--- src/rtl/spi_chunk_pkg.sv ---
package spi_chunk_pkg;

   typedef enum logic [1:0] {
      CK_HALF  = 2'd0,
      CK_WORD  = 2'd1,
      CK_BURST = 2'd2
   } chunk_kind_e;

   function automatic logic [2:0] make_op(input chunk_kind_e kind, input logic wr);
      return {kind, wr};
   endfunction

endpackage

--- src/rtl/spi_req_check.sv ---
module spi_req_check #(
   parameter int AW = 32,
   parameter int LW = 16,
   localparam int CW = LW + 1
) (
   input  logic          write,
   input  logic [AW-1:0] addr,
   input  logic [LW-1:0] len,
   output logic          bad,
   output logic          pad,
   output logic [CW-1:0] padded_len
);

   logic addr_odd;
   logic len_odd;

   assign addr_odd = addr[0];
   assign len_odd  = len[0];

   always_comb begin
      bad        = addr_odd || (!write && len_odd);
      pad        = write && len_odd;
      padded_len = {1'b0, len} + CW'(pad);
   end

endmodule

--- src/rtl/spi_chunk_select.sv ---
module spi_chunk_select
   import spi_chunk_pkg::*;
#(
   parameter int CW        = 17,
   parameter int BURST_MAX = 240,
   localparam int LENW     = $clog2(BURST_MAX + 1)
) (
   input  logic [2:0]      addr_lo,
   input  logic [CW-1:0]   remain,
   output chunk_kind_e     kind,
   output logic [LENW-1:0] len
);

   logic [CW-1:0]   burst_raw;
   logic [LENW-1:0] burst_len;

   assign burst_raw = {remain[CW-1:3], 3'b000};

   generate
      if ((CW < 31) && ((1 << CW) <= BURST_MAX)) begin : g_uncapped
         assign burst_len = LENW'(burst_raw);
      end else begin : g_capped
         assign burst_len = (burst_raw > CW'(BURST_MAX)) ? LENW'(BURST_MAX)
                                                         : LENW'(burst_raw);
      end
   endgenerate

   always_comb begin
      if (addr_lo == 3'd2 || addr_lo == 3'd6 || remain == CW'(2)) begin
         kind = CK_HALF;
         len  = LENW'(2);
      end else if (addr_lo == 3'd4 || remain <= CW'(6)) begin
         kind = CK_WORD;
         len  = LENW'(4);
      end else begin
         kind = CK_BURST;
         len  = burst_len;
      end
   end

endmodule

--- src/rtl/spi_chunk_planner.sv ---
module spi_chunk_planner
   import spi_chunk_pkg::*;
#(
   parameter int AW        = 32,
   parameter int LW        = 16,
   parameter int BURST_MAX = 240,
   localparam int CW       = LW + 1,
   localparam int LENW     = $clog2(BURST_MAX + 1)
) (
   input  logic            clk,
   input  logic            rst_n,
   input  logic            req_valid,
   output logic            req_ready,
   input  logic            req_write,
   input  logic [AW-1:0]   req_addr,
   input  logic [LW-1:0]   req_len,
   output logic            desc_valid,
   input  logic            desc_ready,
   output logic [2:0]      desc_op,
   output logic [AW-1:0]   desc_addr,
   output logic [LENW-1:0] desc_len,
   output logic            desc_pad,
   output logic            done,
   output logic            err
);

   generate
      if (BURST_MAX < 8 || (BURST_MAX % 8) != 0) begin : g_bad_burst
         $error("BURST_MAX must be a nonzero multiple of 8");
      end
      if (AW < 3) begin : g_bad_aw
         $error("AW must be at least 3");
      end
      if (LW < 3) begin : g_bad_lw
         $error("LW must be at least 3");
      end
   endgenerate

   logic            busy_q;
   logic            wr_q;
   logic            pad_q;
   logic            done_q;
   logic            err_q;
   logic [AW-1:0]   addr_q;
   logic [CW-1:0]   remain_q;

   logic            chk_bad;
   logic            chk_pad;
   logic [CW-1:0]   chk_len;
   chunk_kind_e     sel_kind;
   logic [LENW-1:0] sel_len;

   logic            accept;
   logic            fire;
   logic            last;

   spi_req_check #(.AW(AW), .LW(LW)) u_check (
      .write      (req_write),
      .addr       (req_addr),
      .len        (req_len),
      .bad        (chk_bad),
      .pad        (chk_pad),
      .padded_len (chk_len)
   );

   spi_chunk_select #(.CW(CW), .BURST_MAX(BURST_MAX)) u_select (
      .addr_lo (addr_q[2:0]),
      .remain  (remain_q),
      .kind    (sel_kind),
      .len     (sel_len)
   );

   assign accept = req_valid && !busy_q;
   assign fire   = busy_q && desc_ready;
   assign last   = (remain_q == CW'(sel_len));

   always_ff @(posedge clk or negedge rst_n) begin
      if (!rst_n) begin
         busy_q   <= 1'b0;
         wr_q     <= 1'b0;
         pad_q    <= 1'b0;
         done_q   <= 1'b0;
         err_q    <= 1'b0;
         addr_q   <= '0;
         remain_q <= '0;
      end else begin
         done_q <= 1'b0;
         err_q  <= 1'b0;
         if (accept) begin
            if (chk_bad) begin
               err_q <= 1'b1;
            end else if (chk_len == '0) begin
               done_q <= 1'b1;
            end else begin
               busy_q   <= 1'b1;
               wr_q     <= req_write;
               pad_q    <= chk_pad;
               addr_q   <= req_addr;
               remain_q <= chk_len;
            end
         end
         if (fire) begin
            addr_q   <= addr_q + AW'(sel_len);
            remain_q <= remain_q - CW'(sel_len);
            if (last) begin
               busy_q <= 1'b0;
               done_q <= 1'b1;
            end
         end
      end
   end

   assign req_ready  = !busy_q;
   assign desc_valid = busy_q;
   assign desc_op    = make_op(sel_kind, wr_q);
   assign desc_addr  = addr_q;
   assign desc_len   = sel_len;
   assign desc_pad   = busy_q && wr_q && pad_q && last;
   assign done       = done_q;
   assign err        = err_q;

endmodule

--- config.mk ---
export PLATFORM = sky130hd
export DESIGN_NAME = spi_chunk_planner
export DESIGN_NICKNAME = d
export VERILOG_FILES = /design/src/rtl/spi_chunk_pkg.sv /design/src/rtl/spi_req_check.sv /design/src/rtl/spi_chunk_select.sv /design/src/rtl/spi_chunk_planner.sv
export SDC_FILE = /design/constraint.sdc
export NUM_CORES = 1
export LEC_CHECK = 0
export BUFFER_PORTS_ARGS = -buffer_cell sky130_fd_sc_hd__buf_2
export CORE_MARGIN = 1
export CORE_UTILIZATION = 35
export DETAILED_ROUTE_END_ITERATION = 7
export PLACE_DENSITY = 0.63
export REMOVE_ABC_BUFFERS = 1
export SYNTH_ARGS = -nofsm -noshare
export SYNTH_HDL_FRONTEND = slang
export SYNTH_SLANG_ARGS = --single-unit
--- constraint.sdc ---
create_clock -name clk -period 4.8 [get_ports clk]
set_clock_uncertainty 0.05 [all_clocks]
set_input_delay 1.44 -clock clk [delete_from_list [all_inputs] [get_ports clk]]
set_output_delay 1.44 -clock clk [all_outputs]
set_load 0.05 [all_outputs]
==> impl_metrics.toml <==
[floorplan]
die_y_um = 109
initial_core_util_pct = 36.4
io-pin-count = 101
placeableCoreArea_sq_um = 10900
die_w_um = 109
core.rowCount = 38
die_area_sq_um = 11800

[synthesis]
synth_top_area_cell = "dfrtp_1"
syn_inst = 479
netlist.area_leader.share_pct = 34.0
netlist_top_cells_area = "dfrtp_1 (34%), o21ai_0 (6.2%), ha_1 (4.7%), nand2_1 (4.7%), nor2_1 (3.3%)"
synth_cell_types = 68
ys_ff_latch = 54
yosysSeqAreaShare_pct = 34.0
yosysWarnings = 0
synthFlopType = "dfrtp_1"
async_reset_ff_share_pct = 100
synth_area_sq_um = 3980
syn_area_per_cell_sq_um = 8.31
synth_edf_count = 0

[detailed_routing]
vias_per_cell = 5.70
dr_total_vias = 4080
first_pass_iters = 5
finalWirelength_mm = 11.5
routedWlPerCell_um = 16.1
ant_nets = 0
first_iter_violations = 409
drcViolationCount = 0

[clock_tree]
clockBufferDepth = 2
clkLatencyLatePin_ns = 0.30
cts_buffers = 5
clock_sinks = 54
htreeDepth = 2
ctsRootBufferMaster = "clkbuf_16"
cts.clk_slew.worst_paths_ns = 0.07
tritoncts = "built"

[worst_hold_path]
hold_class = "flop to flop"
worstHoldEndpoint = "remain_q[15]"
hold_start = "remain_q[15]"
whs_path_depth = 1

[grt]
overflow = 0
grt_first_pass_wirelength_mm = 18.2
gr-usage-all-layers_pct = 19.4
grt_max_degree = 40
grt_pass1_vias = 3697
antenna_found_initial = 0

[place]
pre_cts_ws_ns = 0.187
port_buffers = 99
dp_cells = 701
dp_hpwl_mm = 8.58
finalWeightedCongestion = 0.909

[timing]
final-setup-viol-count = 0
worst_pin_slew_ns = 0.798
whs_ns = 0.448
slew_violations = 0
fin_crit_sh_pct = 99.4
setup_ws_ns = 0.0283
max_slew_margin_pct = 46.8
grt_setup_unrepaired = "yes"
finalCriticalPeriod_ns = 4.77
fmax_ghz = 0.210
final-hold-violation-count = 0

[layout]
final_common_cell = "buf_2"
drive_gt1_share_pct = 25.5
n_antenna_cell = 0
nets = 645
layout_common_cells = "buf_2 (98), dfrtp_1 (53), nand2_1 (49), o21ai_0 (49), nor2_1 (35)"
finalNonFillerCells = 716
syn_to_final_growth_pct = 21.4

[power_and_ir_drop]
power.switching_mw = 1.56
ir_drop_uv = 326
p_seq_share_pct = 26.6
p_clk_share_pct = 12.7
powerDensity_nw_per_um2 = 624
swShare_pct = 51.9
leakagePower_nw = 2.10
power_frac_comb_pct = 60.8
p_int_mw = 1.45

[critical_path]
critPathKind = "flop to output pin"
worstReg2RegEnd = "desc_addr[29]"
worstReg2RegStart = "remain_q[11]"
worstPathArrival_ns = 3.28
worst_path_max_delay_cell = "or3_4"
crit_chain = "or3_4 -> nor4_4 -> nand3b_1 -> nor2_1 -> nand2_2 -> a221o_1 -> ha_1 -> nand4_1 -> nor4_2 -> buf_4 -> and4_1 -> buf_6"
critPathBufInv = 2
r2r_slack_ns = 0.50
critPathMaxFanout = 5
setup.worst_path.start_class = "flop"
required_ns = 3.31
rr_worst_depth = 17
endpoint_kind = "output pin"
worst_path_largest_cell_delay_ns = 0.42
crit_family = "simple AND/OR/NAND/NOR gates"
cp.depth = 12

[run_status]
outcome = "complete, no violations"

[job]
cap_violations = 0
final cells by class:
| type | instances | area, sq um |
|---|---|---|
| fillers | 1098 | 6100 |
| well taps | 140 | 175 |
| inverters | 17 | 63.8 |
| flip-flops and latches | 54 | 1350 |
| multi-input cells | 380 | 2440 |
| clock buffers | 5 | 125 |
| repair buffers | 117 | 649 |
| clock inverters | 3 | 25.0 |
per-stage QoR:
step                      TNS (ns)  power [mW]  utilization, %  cell area (sq um)
final                            0        3.01            44.2               4830
after global routing        -0.147        3.22            44.2               4830
after CTS                        0        2.94            43.3               4740
after detailed placement         0        2.54            41.9               4580
after global placement           0        2.49            41.9               4580
after floorplan             -55.51        2.09               -               3810
flip-flops by register name, summed over array words and instances, names as in the netlist:
register,count
wr_q,1
done,1
err,1
desc_addr,32
pad_q,1
desc_valid,1
remain_q,17
synthesized netlist by cell type (all sizes together) (6+ instances only):
| library cell | count |
|---|---|
| xor2 | 7 |
| nor3 | 20 |
| inv | 17 |
| a31o | 6 |
| o21a | 6 |
| dfrtp | 54 |
| nor4 | 8 |
| a21oi | 21 |
| o211ai | 8 |
| nand2 | 50 |
| and2 | 6 |
| a221o | 8 |
| o21ai | 52 |
| buf | 18 |
| ha | 15 |
| nand3 | 25 |
| xnor2 | 13 |
| nor2 | 36 |
| nand4 | 15 |
| and3 | 6 |
| clkbuf | 10 |
repair_timing:
item	4_1_cts	5_1_grt
setup endpoints to repair	1	1
hold buffers	0	0
buffers inserted	0	7
pin swaps	0	5
gates resized for setup	3	8
cloned	0	0
how the worst max path moves through the flow:
stage | slack (ns) | startpoint | to
6_report | 0.03 | remain_q[11] | desc_pad
5_1_grt | -0.15 | remain_q[11] | desc_pad
4_1_cts | 0.02 | remain_q[11] | desc_pad
3_5_place_dp | 0.19 | remain_q[11] | desc_pad
3_3_place_gp | 0.21 | remain_q[11] | desc_pad
2_1_floorplan | -1.95 | remain_q[11] | desc_addr[29]
logic make-up after synthesis:
group	count (synthesis)	share of synthesized area, %
AOI/OAI and AO/OA	144	24.4
xor gates and xnor gates	20	4.40
adders and majority gates	17	5.72
other	1	0.0942
buffers and inverters	45	5.79
and+or+nand+nor	196	25.1
DFF	54	34.0
muxes	2	0.535
layer usage:
metal	track usage [%]	part of all wire, %
met2	32.7	47
met5	0	0
met3	2.87	5.7
met4	5.21	1.1
met1	25.9	46
worst reg2reg max path: stages (launching register included):
cell	delay (ns)
dfrtp_1	0.39
or3_4	0.42
nor4_4	0.28
nand3b_1	0.14
nor2_1	0.16
nand2_2	0.11
buf_4	0.16
a221oi_1	0.62
buf_4	0.24
fa_1	0.21
a21oi_1	0.09
o21ai_0	0.16
buf_4	0.15
o2111ai_1	0.13
or3_1	0.44
o21ai_0	0.19
nor2_1	0.05
a211o_1	0.22
power groups by stage:
| stage | Sequential [mW] | Combinational (mW) | Clock [mW] |
|---|---|---|---|
| after detailed placement | 0.801 | 1.74 | 0 |
| final | 0.800 | 1.83 | 0.382 |
| after global routing | 0.828 | 1.99 | 0.411 |
| after global placement | 0.792 | 1.70 | 0 |
| after floorplan | 1.06 | 1.03 | 0 |
| after CTS | 0.795 | 1.75 | 0.389 |
No activity file was read; power rests on OpenSTA's default activity.
